$ cat src/rtl/bus_hold_ctrl.sv
module bus_hold_ctrl #(
  parameter int FLOAT_CYC   = 1,
  parameter int REDRIVE_CYC = 1
) (
  input  logic clk,
  input  logic rst_n,
  input  logic hold_n_i,
  input  logic busy_i,
  input  logic inhibit_i,
  input  logic clk_float_i,
  output logic holda_n_o,
  output logic bus_oe_o,
  output logic clkout_oe_o,
  output logic start_block_o
);
  localparam int CMAX = (FLOAT_CYC > REDRIVE_CYC) ? FLOAT_CYC : REDRIVE_CYC;
  localparam int CW   = (CMAX > 1) ? $clog2(CMAX) : 1;

  typedef enum logic [2:0] {
    S_OWN, S_DRAIN, S_FLOAT_WAIT, S_GRANTED, S_REDRIVE_WAIT, S_RELEASE
  } st_t;

  st_t           st, st_nx;
  logic [1:0]    sync;
  logic [CW-1:0] cnt, cnt_nx;
  logic          req, can_go;

  assign req    = ~sync[1];
  assign can_go = ~busy_i & ~inhibit_i;

  always_ff @(posedge clk or negedge rst_n) begin
    if (!rst_n) begin
      sync <= 2'b11;
      st   <= S_OWN;
      cnt  <= '0;
    end else begin
      sync <= {sync[0], hold_n_i};
      st   <= st_nx;
      cnt  <= cnt_nx;
    end
  end

  always_comb begin
    st_nx  = st;
    cnt_nx = '0;
    case (st)
      S_OWN:
        if (req) st_nx = can_go ? S_FLOAT_WAIT : S_DRAIN;
      S_DRAIN:
        if (!req)        st_nx = S_OWN;
        else if (can_go) st_nx = S_FLOAT_WAIT;
      S_FLOAT_WAIT:
        if (!req)         st_nx = S_OWN;
        else if (!can_go) st_nx = S_DRAIN;
        else if (cnt == CW'(FLOAT_CYC - 1)) st_nx = S_GRANTED;
        else cnt_nx = cnt + 1'b1;
      S_GRANTED:
        if (!req) st_nx = S_REDRIVE_WAIT;
      S_REDRIVE_WAIT:
        if (cnt == CW'(REDRIVE_CYC - 1)) st_nx = S_RELEASE;
        else cnt_nx = cnt + 1'b1;
      S_RELEASE:
        st_nx = S_OWN;
      default:
        st_nx = S_OWN;
    endcase
  end

  assign holda_n_o     = ~(st == S_GRANTED || st == S_REDRIVE_WAIT || st == S_RELEASE);
  assign bus_oe_o      = ~(st == S_GRANTED || st == S_REDRIVE_WAIT);
  assign start_block_o = (st == S_DRAIN) || (st == S_FLOAT_WAIT) ||
                         (st == S_GRANTED) || (st == S_REDRIVE_WAIT);
  assign clkout_oe_o   = bus_oe_o | ~clk_float_i;

endmodule

$ cat config.mk
export PLATFORM = sky130hd
export DESIGN_NAME = bus_hold_ctrl
export DESIGN_NICKNAME = d
export VERILOG_FILES = /design/src/rtl/bus_hold_ctrl.sv
export SDC_FILE = /design/constraint.sdc
export NUM_CORES = 1
export LEC_CHECK = 0
export CAP_MARGIN = 30
export CORE_AREA = 2 2 39 41
export CTS_BUF_LIST = sky130_fd_sc_hd__clkbuf_4 sky130_fd_sc_hd__clkbuf_8
export DETAILED_ROUTE_END_ITERATION = 7
export DIE_AREA = 0 0 41 43
export GPL_TIMING_DRIVEN = 0
export SLEW_MARGIN = 5
export SYNTH_ARGS = -nofsm -noshare
export SYNTH_HDL_FRONTEND = slang
export SYNTH_SLANG_ARGS = --single-unit
$ cat constraint.sdc
create_clock -name clk -period 2.07 [get_ports clk]
set_input_delay 0.621 -clock clk [delete_from_list [all_inputs] [get_ports clk]]
set_output_delay 0.621 -clock clk [all_outputs]
set_load 0.005 [all_outputs]
==> results.sh, run 1 <==
export IMPL_syn_num_nets=25
export IMPL_max_slew_margin_rel_pct=81.1
export IMPL_grt_pass1_wl_microns=745
export IMPL_critical_path_peak_fanout=6
export IMPL_initial_utilization_pct=15.7
export IMPL_min_period_over_period_pct=103
export IMPL_hold_path_startpoint="sync[0]"
export IMPL_slowest_library_cell_on_the_worst_path="sky130_fd_sc_hd__clkdlybuf4s50_1"
export IMPL_rsz_0062_raised_after_global_routing="yes"
export IMPL_cts_num_sinks=5
export IMPL_syn_area_cell_sq_um=11.5
export IMPL_netSwitchingFraction_pct=20.9
export IMPL_timing_critical_path_buf_inv=1
export IMPL_postCtsHoldBufs=0
export IMPL_layout_drive_gt1_share_pct=29.4
export IMPL_crit_type="reg2out"
export IMPL_tritoncts_clock_tree="yes"
export IMPL_floorplan_io_pins=10
export IMPL_timing_hold_worst_class="reg2reg"
export IMPL_status="finished with violations"
export IMPL_final_antenna_net_count=0
export IMPL_fp_dieW_microns=41
export IMPL_synthCells=19
export IMPL_nFillCells=157
export IMPL_drt_total_wl_microns=416
export IMPL_worst_case_clock_buffer_depth=2
export IMPL_yosysUniqueCellTypes=13
export IMPL_grt_usage_pct=6.88
export IMPL_detailedRoute_firstIterationViolations=1
export IMPL_cp_arrival_ns=1.50
export IMPL_required_ns=1.45
export IMPL_failing_checks="negative setup slack"
export IMPL_final_hold_vios=0
export IMPL_synth_seq_cells=5
export IMPL_worst_r2r_endpoint="st[0]"
export IMPL_reported_leakage_power_uw=0.000177
export IMPL_drt_pass1_iter_count=2
export IMPL_cts_inserted_buffers=3
export IMPL_share_of_the_yosys_chip_area_belonging_to_registers_pct=58.6
export IMPL_drc=0
export IMPL_netlist_area_sq_um=218
export IMPL_route_detailed_vias_per_inst=3.70
export IMPL_htree_levels=1
export IMPL_clk_pin_slew_worst_paths_ns=0.04
export IMPL_pwr_share_seq_pct=39.9
export IMPL_clock_latency_ns=0.24
export IMPL_cpLargestDelayFamily="buffers and inverters"
export IMPL_final_nets=41
export IMPL_final_max_slew_violation_count=0
export IMPL_worstReg2RegStart="st[1]"
export IMPL_final_skew_ns=0.00211
export IMPL_timing_final_setup_violations=2
export IMPL_io_buffer_count=9
export IMPL_via_count_of_the_first_global_routing_pass=198
export IMPL_wl_per_cell_microns=8.32
export IMPL_dieArea_sq_mm=0.00176
export IMPL_grt_start_max_net_pins=7
export IMPL_power_density_cell_area_mw_per_mm2=751
export IMPL_crit_path_start_kind="flip-flop"
export IMPL_min_period_ns=2.12
export IMPL_hold_path_endpoint="sync[1]"
export IMPL_power_clock_fraction_pct=44.4
export IMPL_worst_r2r_cell_count=2
export IMPL_gpl_final_weighted_congestion=0.575
export IMPL_fin_util_pct=27.1
export IMPL_critical_path_max_stage_delay_ns=0.51
export IMPL_r2r_slack_ns=0.98
export IMPL_layout_setup_ws_ns=-0.0541
export IMPL_path_cells="and3b_1 > a21oi_1 > clkdlybuf4s50_1"
export IMPL_insertedDiodeCount=0
export IMPL_antenna_found_initial=0
export IMPL_via_count=185
export IMPL_yosysWarnings=0
export IMPL_setup_tns_ns=-0.0956
export IMPL_count_of_maximum_capacitance_violations=0
export IMPL_mostFrequentLayoutCells="7 x sky130_fd_sc_hd__clkdlybuf4s50_1, 4 x sky130_fd_sc_hd__clkbuf_4, 3 x sky130_fd_sc_hd__nor2_1"
export IMPL_syn2layout_area_growth_pct=72.4
export IMPL_worst_ir_drop_vdd_mv=0.332
export IMPL_total_switching_power_uw=59.0
export IMPL_placement_rows=14
export IMPL_root_buffer="sky130_fd_sc_hd__clkbuf_4"
export IMPL_worst_setup_path_end_kind="output pin"
export IMPL_comb_power_share_pct=15.8
export IMPL_tightest_slew_ns=0.282
export IMPL_hold_path_cell_count=0
export IMPL_fmax_mhz=471
export IMPL_core_area_sq_mm=0.00138
export IMPL_die_h_microns=43
export IMPL_grt_ovfl_total=0
export IMPL_layout_cells_most_common="sky130_fd_sc_hd__clkdlybuf4s50_1"
export IMPL_cell_internal_pwr_uw=223
flip-flops by register name, indices dropped and copies added, names as in the netlist:
| register | flops |
|---|---|
| sync | 2 |
| st | 3 |
layout make-up:
cell class                 instances  area (sq um)  area share, %
multi-input combinational         13          86.3           23.0
timing repair buffer              11           106           28.3
inverter                           1          3.75           1.00
tap                               16          20.0           5.33
clock buffer                       4          30.0           8.00
sequential                         5           129           34.3
cell usage after synthesis:
cell,instances,area [sq um]
sky130_fd_sc_hd__a21o_1,2,15.0
sky130_fd_sc_hd__dfstp_2,2,52.6
sky130_fd_sc_hd__nor2_1,3,11.3
sky130_fd_sc_hd__a21oi_1,1,5.00
sky130_fd_sc_hd__nor3_1,1,5.00
sky130_fd_sc_hd__o21ai_1,1,5.00
sky130_fd_sc_hd__dfrtp_1,3,75.1
sky130_fd_sc_hd__nor3b_2,1,12.5
sky130_fd_sc_hd__a2bb2oi_1,1,8.76
sky130_fd_sc_hd__or3_1,1,6.26
sky130_fd_sc_hd__and3b_1,1,8.76
sky130_fd_sc_hd__inv_1,1,3.75
sky130_fd_sc_hd__xnor2_1,1,8.76
stage by stage:
stage / power [uW] / setup WS [ns] / area, sq um / cells / hold slack, ns
4_1_cts: 292 / -0.0736 / 372 / 50 / 0.353
5_1_grt: 305 / -0.134 / 375 / 50 / 0.363
6_report: 282 / -0.0541 / 375 / 50 / 0.352
3_3_place_gp: 156 / -0.137 / 328 / 44 / 0.346
3_5_place_dp: 157 / -0.138 / 328 / 44 / 0.347
2_1_floorplan: 129 / 0.689 / 218 / 19 / 0.325
power groups by stage:
stage | Combinational (uW) | Clock [uW] | Sequential, uW
2_1_floorplan | 16.3 | 0 | 113
3_3_place_gp | 42.4 | 0 | 114
3_5_place_dp | 43.0 | 0 | 114
4_1_cts | 46.5 | 133 | 112
5_1_grt | 48.8 | 143 | 114
6_report | 44.4 | 125 | 112
per-layer routing:
layer / share of wire, % / up-vias / track usage, %
li1: - / 96 / -
met2: 46 / 8 / 10.0
met1: 44 / 81 / 5.94
met4: 0 / 0 / 4.00
met3: 9.6 / 0 / 6.28
met5: 0 / - / 0
worst max path at each step:
stage	cells past startpoint	from	slack, ns	endpoint
after floorplan	2	st[2]	0.69	clkout_oe_o
after global placement	3	clk_float_i	-0.14	clkout_oe_o
after detailed placement	3	clk_float_i	-0.14	clkout_oe_o
after CTS	3	st[1]	-0.07	holda_n_o
after global routing	3	st[0]	-0.13	bus_oe_o
final	3	st[1]	-0.05	holda_n_o
what timing repair did:
item / CTS / global route
endpoints found under the setup margin: 3 / 3
resized for setup: 1 / 2
pin swaps: 0 / 0
hold endpoints to repair: 0 / 0
setup buffers: 2 / 0
cell families (layout without fill, tap and decap cells):
kind of cell | after synthesis | in the layout | share of synthesized area, %
buffers and inverters | 1 | 16 | 1.72
XOR/XNOR | 1 | 1 | 4.02
AO/OA/AOI/OAI | 5 | 5 | 15.5
flip-flops | 5 | 5 | 58.6
AND/OR/NAND/NOR | 7 | 7 | 20.1
Power figures use the tool's default switching activity.
==> run 2, diff against run 1 <==
--- a/config.mk
+++ b/config.mk
@@ -11,7 +11,7 @@
 export DETAILED_ROUTE_END_ITERATION = 7
 export DIE_AREA = 0 0 41 43
 export GPL_TIMING_DRIVEN = 0
-export SLEW_MARGIN = 5
+export SLEW_MARGIN = 15
 export SYNTH_ARGS = -nofsm -noshare
 export SYNTH_HDL_FRONTEND = slang
 export SYNTH_SLANG_ARGS = --single-unit
==> results of run 2 <==
No change in the layout: final DEF, timing and power equal those of run 1.
